===== src/rtl/csa_mul_pkg.sv =====
// Shared sizing for the carry-save 4x4 multiplier.
// Assumes the array is wired for exactly four operand bits.
package csa_mul_pkg;
    localparam int OP_W   = 4;
    localparam int PROD_W = 2 * OP_W;
endpackage


===== src/rtl/csa_half_adder.sv =====
// Half-adder cell: adds two bits into {carry, sum}.
// Assumes known 0/1 inputs; purely combinational.
module csa_half_adder (
    input  logic a_i,
    input  logic b_i,
    output logic sum_o,
    output logic cy_o
);
    // Gate-level sum and carry.
    assign sum_o = a_i ^ b_i;
    assign cy_o  = a_i & b_i;

    // Cell output must be the arithmetic count of its inputs.
    always_comb begin
        AST_HA_COUNT: assert ({cy_o, sum_o} == (2'(a_i) + 2'(b_i)));
    end
endmodule


===== src/rtl/csa_full_adder.sv =====
// Full-adder cell: adds three bits into {carry, sum}.
// Assumes known 0/1 inputs; purely combinational.
module csa_full_adder (
    input  logic a_i,
    input  logic b_i,
    input  logic c_i,
    output logic sum_o,
    output logic cy_o
);
    logic half_x;

    // Two-level XOR for sum, majority via propagate term for carry.
    assign half_x = a_i ^ b_i;
    assign sum_o  = half_x ^ c_i;
    assign cy_o   = (a_i & b_i) | (c_i & half_x);

    // Cell output must be the arithmetic count of its inputs.
    always_comb begin
        AST_FA_COUNT: assert ({cy_o, sum_o} == (2'(a_i) + 2'(b_i) + 2'(c_i)));
    end
endmodule


===== src/rtl/csa_pp_grid.sv =====
// Partial-product grid: pp_o[j][i] = multiplicand bit i gated by multiplier bit j.
// Assumes square operands of OP_W bits; one two-input AND per grid point.
module csa_pp_grid #(
    parameter int OP_W = 4
) (
    input  logic [OP_W-1:0]           mcand_i,
    input  logic [OP_W-1:0]           mplier_i,
    output logic [OP_W-1:0][OP_W-1:0] pp_o
);
    for (genvar j = 0; j < OP_W; j++) begin : g_row
        for (genvar i = 0; i < OP_W; i++) begin : g_col
            // One AND gate per partial-product bit.
            assign pp_o[j][i] = mcand_i[i] & mplier_i[j];
        end

        // A row is either the whole multiplicand or nothing.
        always_comb begin
            if (mplier_i[j]) begin
                AST_ROW_SELECT: assert (pp_o[j] == mcand_i);
            end else begin
                AST_ROW_ZERO: assert (pp_o[j] == '0);
            end
        end
    end
endmodule


===== src/rtl/csa_mul4x4.sv =====
// Unsigned 4x4 array multiplier, carry-save reduction plus a merge row.
// Assumes settled 0/1 operands; no clock or reset, one combinational stage.
// Cell budget: 16 AND, 4 half adders, 8 full adders. Carries of each
// reduction row go diagonally to column k+1 of the next row.
module csa_mul4x4
    import csa_mul_pkg::*;
(
    input  logic [OP_W-1:0]   mcand_i,
    input  logic [OP_W-1:0]   mplier_i,
    output logic [PROD_W-1:0] prod_o
);
    logic [OP_W-1:0][OP_W-1:0] pp;
    logic [3:1] r1_s, r1_c;   // row 1, columns 1..3
    logic [4:2] r2_s, r2_c;   // row 2, columns 2..4
    logic [5:3] r3_s, r3_c;   // row 3, columns 3..5
    logic       m4_c, m5_c;   // merge-row carries

    csa_pp_grid #(.OP_W(OP_W)) i_grid (
        .mcand_i  (mcand_i),
        .mplier_i (mplier_i),
        .pp_o     (pp)
    );

    // Row 1: pairs of partial products, no carry in, so half adders.
    for (genvar k = 1; k <= 3; k++) begin : g_r1
        csa_half_adder i_ha (
            .a_i   (pp[0][k]),
            .b_i   (pp[1][k-1]),
            .sum_o (r1_s[k]),
            .cy_o  (r1_c[k])
        );
    end

    // Row 2: fold in multiplier bit 2 with row-1 carries from column k-1.
    for (genvar k = 2; k <= 4; k++) begin : g_r2
        logic upper;
        if (k < 4) begin : g_mid
            assign upper = r1_s[k];
        end else begin : g_top
            assign upper = pp[1][3];
        end
        csa_full_adder i_fa (
            .a_i   (upper),
            .b_i   (pp[2][k-2]),
            .c_i   (r1_c[k-1]),
            .sum_o (r2_s[k]),
            .cy_o  (r2_c[k])
        );
    end

    // Row 3: fold in multiplier bit 3 with row-2 carries from column k-1.
    for (genvar k = 3; k <= 5; k++) begin : g_r3
        logic upper;
        if (k < 5) begin : g_mid
            assign upper = r2_s[k];
        end else begin : g_top
            assign upper = pp[2][3];
        end
        csa_full_adder i_fa (
            .a_i   (upper),
            .b_i   (pp[3][k-3]),
            .c_i   (r2_c[k-1]),
            .sum_o (r3_s[k]),
            .cy_o  (r3_c[k])
        );
    end

    // Merge row: short ripple resolving the saved carries of row 3.
    csa_half_adder i_m4 (
        .a_i   (r3_s[4]),
        .b_i   (r3_c[3]),
        .sum_o (prod_o[4]),
        .cy_o  (m4_c)
    );
    csa_full_adder i_m5 (
        .a_i   (r3_s[5]),
        .b_i   (r3_c[4]),
        .c_i   (m4_c),
        .sum_o (prod_o[5]),
        .cy_o  (m5_c)
    );
    csa_full_adder i_m6 (
        .a_i   (pp[3][3]),
        .b_i   (r3_c[5]),
        .c_i   (m5_c),
        .sum_o (prod_o[6]),
        .cy_o  (prod_o[7])
    );

    // Low product bits leave the array as soon as their column is complete.
    assign prod_o[0] = pp[0][0];
    assign prod_o[1] = r1_s[1];
    assign prod_o[2] = r2_s[2];
    assign prod_o[3] = r3_s[3];

    // Port-level checks of the assembled array.
    always_comb begin
        AST_PRODUCT_VALUE: assert (prod_o == PROD_W'(mcand_i) * PROD_W'(mplier_i));
        if (mcand_i == '0 || mplier_i == '0) begin
            AST_ZERO_OPERAND: assert (prod_o == '0);
        end
        if (mplier_i == OP_W'(1)) begin
            AST_UNIT_OPERAND: assert (prod_o == PROD_W'(mcand_i));
        end
        AST_LSB_PATH: assert (prod_o[0] == (mcand_i[0] & mplier_i[0]));
    end
endmodule


===== config.mk =====
export PLATFORM = sky130hd
export DESIGN_NAME = csa_mul4x4
export DESIGN_NICKNAME = d
export VERILOG_FILES = /design/src/rtl/csa_mul_pkg.sv /design/src/rtl/csa_half_adder.sv /design/src/rtl/csa_full_adder.sv /design/src/rtl/csa_pp_grid.sv /design/src/rtl/csa_mul4x4.sv
export SDC_FILE = /design/constraint.sdc
export NUM_CORES = 1
export LEC_CHECK = 0
export BUFFER_PORTS_ARGS = -buffer_cell sky130_fd_sc_hd__clkbuf_2
export CAP_MARGIN = 15
export CORE_AREA = 4 4 41 43
export DETAILED_ROUTE_END_ITERATION = 8
export DIE_AREA = 0 0 45 47
export PLACE_DENSITY = 0.52
export SLEW_MARGIN = 20
export SYNTH_ARGS = -nofsm -noshare
export SYNTH_HDL_FRONTEND = slang
export SYNTH_HIERARCHICAL = 1
export SYNTH_SLANG_ARGS = --single-unit

===== constraint.sdc =====
create_clock -name vclk -period 8.8
set_input_delay 0.88 -clock vclk [all_inputs]
set_output_delay 0.88 -clock vclk [all_outputs]
set_load 0.05 [all_outputs]

== Word-level counts from Yosys, hierarchy flattened ==
Cells that the tools add are included.

* Flip-flop bits (word level): 0
* Word-level logic and storage cells: 64
* Bits of input ports: 8
* Output and inout bits: 8

* Bitwise operators: 64

{| class="wikitable"
|+ Operators by type and width
! cell !! count
|-
| bitwise AND 1 bit || 36
|-
| bitwise XOR 1 bit || 20
|-
| OR 1 bit || 8
|}

== Longest topological paths before layout ==
Gate-level depths: netlist of run 1.

* Depth after elaboration: 12
* Depth in mapped cells: 7
* Gate-level depth less buffers: 7

== Cells and area by module ==
Netlist of run 1, hierarchy kept.

{| class="wikitable"
|+ By module, submodules not included
! module !! area each (um^2) !! sequential area each (um^2) !! instances !! cells an instance
|-
| csa_full_adder || 20.0 || 0.0 || 8 || 1
|-
| csa_pp_grid || 100.1 || 0.0 || 1 || 16
|-
| csa_half_adder || 12.5 || 0.0 || 4 || 1
|-
| csa_mul4x4 || 7.5 || 0.0 || 1 || 1
|}

== Worst setup path after synthesis of run 1 ==
OpenSTA, ideal clock, no wires.

* Kind: input to output
* Start: input port mcand_i[3]
* End: output port prod_o[6]
* Data required time: 7920 ps
* Cell stages on the path: 7
* Data arrival time: 3614 ps
* Path buffers: 0
* Slack: 4306 ps
* Cells stage by stage: and2_1 -> ha_1 -> fa_1 -> fa_1 -> ha_1 -> fa_1 -> fa_1

* Longest elaborated chain between the ends: 11
* Elaborated cells between the ends (all ways): 37
* Classes of those cells: bitwise: 37

{| class="wikitable"
|+ RTL lines
! element !! RTL line !! source
|-
| start: declaration || csa_mul4x4.sv:8 || <nowiki>input logic [OP_W-1:0] mcand_i,</nowiki>
|-
| bitwise AND 1 bit * || csa_pp_grid.sv:13 || <nowiki>assign pp_o[j][i] = mcand_i[i] & mplier_i[j];</nowiki>
|-
| bitwise XOR 1 bit * || csa_half_adder.sv:10 || <nowiki>assign sum_o = a_i ^ b_i;</nowiki>
|-
| via g_r2[3].upper || csa_mul4x4.sv:36 || <nowiki>logic upper;</nowiki>
|-
| bitwise XOR 1 bit * || csa_full_adder.sv:13 || <nowiki>assign half_x = a_i ^ b_i;</nowiki>
|-
| bitwise XOR 1 bit * || csa_full_adder.sv:14 || <nowiki>assign sum_o = half_x ^ c_i;</nowiki>
|-
| via g_r3[3].upper || csa_mul4x4.sv:53 || <nowiki>logic upper;</nowiki>
|-
| bitwise XOR 1 bit || csa_full_adder.sv:13 ||
|-
| bitwise AND 1 bit || csa_full_adder.sv:15 || <nowiki>assign cy_o = (a_i & b_i) | (c_i & half_x);</nowiki>
|-
| OR 1 bit * || csa_full_adder.sv:15 ||
|-
| via r3_c, one bit || csa_mul4x4.sv:15 || <nowiki>logic [5:3] r3_s, r3_c;</nowiki>
|-
| bitwise AND 1 bit * || csa_half_adder.sv:11 || <nowiki>assign cy_o = a_i & b_i;</nowiki>
|-
| via m4_c || csa_mul4x4.sv:16 || <nowiki>logic m4_c, m5_c;</nowiki>
|-
| bitwise AND 1 bit * || csa_full_adder.sv:15 ||
|-
| OR 1 bit * || csa_full_adder.sv:15 ||
|-
| via m5_c || csa_mul4x4.sv:16 ||
|-
| bitwise XOR 1 bit * || csa_full_adder.sv:14 ||
|-
| end: declaration || csa_mul4x4.sv:10 || <nowiki>output logic [PROD_W-1:0] prod_o</nowiki>
|}

The timed path passes the listed nets; every way through them passes the cells marked *.

==> results of run 1 <==
[worst paths after layout]
kind   endpoint  cells past startpoint
max   prod_o[6]                      9
min   prod_o[0]                      3
[cell usage after synthesis]
cell | n | share of area
buf_4 | 1 | 0.024
and2_1 | 16 | 0.31
ha_1 | 4 | 0.16
fa_1 | 8 | 0.50
[worst max-delay path, cell delays in order]
cell and delay, ns:
clkbuf_2 0.10, and2_1 0.15, ha_1 0.32, fa_1 0.51
fa_1 0.43, ha_1 0.20, fa_1 0.37, fa_1 0.49
clkbuf_2 0.27
[power by group through the flow]
stage	logic [mW]	clock network, mW	registers, mW
2_1_floorplan	0.0446	0	0
3_3_place_gp	0.0501	0	0
3_5_place_dp	0.0502	0	0
4_1_cts	0.0503	0	0
5_1_grt	0.0535	0	0
6_report	0.0488	0	0
[metrics by stage]
step	power (mW)	worst slack (ns)	instances
after CTS	0.0503	4.16	59
after global routing	0.0535	4.06	59
after global placement	0.0501	4.16	59
after floorplan	0.0446	4.31	29
final	0.0488	4.20	59
after detailed placement	0.0502	4.17	59
[kinds of logic (layout without fill, tap and decap cells)]
| logic type | Yosys count | in the layout | synth area share |
|---|---|---|---|
| buffers and inverters | 1 | 16 | 0.0236 |
| adders and majority gates | 12 | 12 | 0.661 |
| and+or+nand+nor | 16 | 16 | 0.315 |
[final cells by class]
type / count / area share
tap: 15 / 0.0459
multi-input combinational: 28 / 0.758
timing repair buffer: 16 / 0.196
[layer usage]
metal  track usage  routed length [um]  up-vias
li1              -                   -      120
met1        0.0789                 208      108
met2        0.0989                 254        9
met3             0                  48        0
met4             0                   0        0
met5             0                   0        -
==> flow_summary.ini, run 1 <==
[outcome]
status = finished, final reports clean

[global_routing]
grt_overflow_total = 0
antenna_found_initial = 0
grtUsageTotal = 0.0549
grt_pass1_vias = 232
grt_pass1_wl_um = 924
grt_start_max_net_pins = 5

[sta]
hold_viol = 0
min_period_ns = 4.60
slew_viol_final = 0
slew_headroom = 0.814
final.setup.tns_ns = 0
period_share = 0.523
rsz0062_at_grt = no
holdWs_ns = 2.22
max_freq_mhz = 217
setup_violations = 0
worst_pin_slew_ns = 0.280

[synthesis]
postSynthCellCount = 29
synthDistinctLibCells = 4
syn-num-nets = 49
netlist_area_um2 = 318
avgSynthCellArea_um2 = 11.0
ys_warn_count = 6
synth-seq-area-share = 0

[critical_path]
required_ns = 7.92
crit_arrival_ns = 3.72
critical_path.startpoint = mcand_i[3]
cp-end-kind = output port
path_class = in2out
start_kind = primary input
crit_fanout = 4

[power]
swShare = 0.740
power_frac_seq = 0
intPower_mw = 0.0127
power.share.clock = 0
p_sw_mw = 0.0361
leakagePower_nw = 0.225
pwr-share-comb = 1.000
ir_drop_v = 0.0000387
powerDensity_mw_per_mm2 = 119

[floorplanning]
ioPinCount = 16
die-width_um = 45
die_area_mm2 = 0.00212
num_rows = 13
start_util = 0.244
core_area_mm2 = 0.00130
die_y_um = 47

[place]
port_buffers = 16
placed_area_um2 = 409
place_congestion = 0.703

[layout]
area_growth_pct = 28.7
nNetsFinal = 66
multi_input_area_um2 = 310
ff_latch_area_um2 = 0
design_area_um2 = 409
seq_cell_count = 0
fin_util = 0.314
drive_gt1_frac = 0.364
layout_common_cells = and2_1 (16), clkbuf_2 (16), fa_1 (8), ha_1 (4)
clock_buffers = 0
antennaDiodeCount = 0
fill_cells = 147

[routing]
drc = 0
wirelength_um = 510
drtPass1Iterations = 2
via_count = 237
via_per_inst = 4.02
ant_nets = 0
drt_iter0_drc = 1
post_drt_wl_per_cell_um = 8.64

[cts]
cts_hold_buf = 0
cts.repair.resized = 0
postCtsSetupRepairBufs = 0

[hold_path]
min_from = mplier_i[0]
hold_path.class = in2out

[run]
cap_violations = 0
Note: power is estimated with default switching activity, not from simulation.
==> run 2, diff against run 1 <==
==> constraint.sdc (replaced) <==
create_clock -name vclk -period 4.4
set_input_delay 0.44 -clock vclk [all_inputs]
set_output_delay 0.44 -clock vclk [all_outputs]
set_load 0.05 [all_outputs]
==> flow_summary.ini, run 2 (synthesis gave the netlist of run 1 again) <==
[outcome]
status = finished, final reports clean

[place]
place_congestion = 0.696
placed_area_um2 = 409
port_buffers = 16
place_ws_ns = 0.640

[layout]
ff_latch_area_um2 = 0
multi_input_area_um2 = 310
drive_gt1_frac = 0.364
design_area_um2 = 409
seq_cell_count = 0
layout_common_cells = and2_1 (16), clkbuf_2 (16), fa_1 (8), ha_1 (4)
area_growth_pct = 28.7
fill_cells = 154
nNetsFinal = 66
fin_util = 0.314
antennaDiodeCount = 0
clock_buffers = 0

[critical_path]
cp-end-kind = output port
crit_arrival_ns = 3.28
required_ns = 3.96
path_class = in2out
crit_fanout = 4
start_kind = primary input

[floorplanning]
num_rows = 13
die_area_mm2 = 0.00212
die_y_um = 47
start_util = 0.244
core_area_mm2 = 0.00130
die-width_um = 45
ioPinCount = 16

[global_routing]
grt_pass1_wl_um = 931
antenna_found_initial = 0
grt_pass1_vias = 235
grtUsageTotal = 0.0557
grt_overflow_total = 0
grt_start_max_net_pins = 5

[run]
cap_violations = 0

[power]
intPower_mw = 0.0254
p_sw_mw = 0.0722
swShare = 0.740
leakagePower_nw = 0.225
powerDensity_mw_per_mm2 = 239
power_frac_seq = 0
pwr-share-comb = 1.000
ir_drop_v = 0.0000764
power.share.clock = 0

[cts]
cts_hold_buf = 0
cts.repair.resized = 0
postCtsSetupRepairBufs = 0

[routing]
drc = 0
via_per_inst = 4.19
wirelength_um = 525
drtPass1Iterations = 1
via_count = 247
drt_iter0_drc = 0
ant_nets = 0
post_drt_wl_per_cell_um = 8.90

[sta]
period_share = 0.846
max_freq_mhz = 269
timing.final.ws_setup_ns = 0.676
min_period_ns = 3.72
hold_viol = 0
slew_headroom = 0.816
final.setup.tns_ns = 0
rsz0062_at_grt = no
worst_pin_slew_ns = 0.278
slew_viol_final = 0
setup_violations = 0

[hold_path]
min_from = mplier_i[0]
min_path_cells = 3
min_to = prod_o[0]
hold_path.class = in2out
==> run 2: area by class of cell <==
class              count  share of cell area
repair buffers        16               0.196
multi-input cells     28               0.758
well taps             15              0.0459
==> run 2: per-layer routing <==
metal | routed length, um | global-route usage | up-vias
met2 | 263 | 0.0960 | 9
li1 | - | - | 122
met5 | 0 | 0 | -
met3 | 49 | 0.00383 | 0
met1 | 212 | 0.0812 | 116
met4 | 0 | 0 | 0
==> run 2: per-stage QoR <==
stage,hold WS (ns),power [mW],cells
floorplan,1.16,0.0892,29
global placement,1.34,0.100,59
detailed placement,1.34,0.100,59
CTS,1.34,0.101,59
global route,1.35,0.107,59
finish,1.34,0.0976,59
==> run 2: critical path: stages <==
cell and delay (ns):
clkbuf_2 0.10, and2_1 0.15, ha_1 0.32, fa_1 0.51, fa_1 0.43, ha_1 0.20
fa_1 0.37, fa_1 0.48, clkbuf_2 0.27
==> run 2: worst max-delay path by stage <==
stage               start   endpoint  cells past startpoint
3_3_place_gp   mcand_i[3]  prod_o[6]                      9
3_5_place_dp   mcand_i[3]  prod_o[6]                      9
2_1_floorplan  mcand_i[3]  prod_o[6]                      7
6_report       mcand_i[3]  prod_o[6]                      9
4_1_cts        mcand_i[3]  prod_o[6]                      9
5_1_grt        mcand_i[3]  prod_o[6]                      9
==> run 2: power groups by stage <==
stage | Combinational (mW) | Sequential, mW | Clock [mW]
after floorplan | 0.0892 | 0 | 0
after global placement | 0.100 | 0 | 0
after detailed placement | 0.100 | 0 | 0
after CTS | 0.101 | 0 | 0
after global routing | 0.107 | 0 | 0
final | 0.0976 | 0 | 0
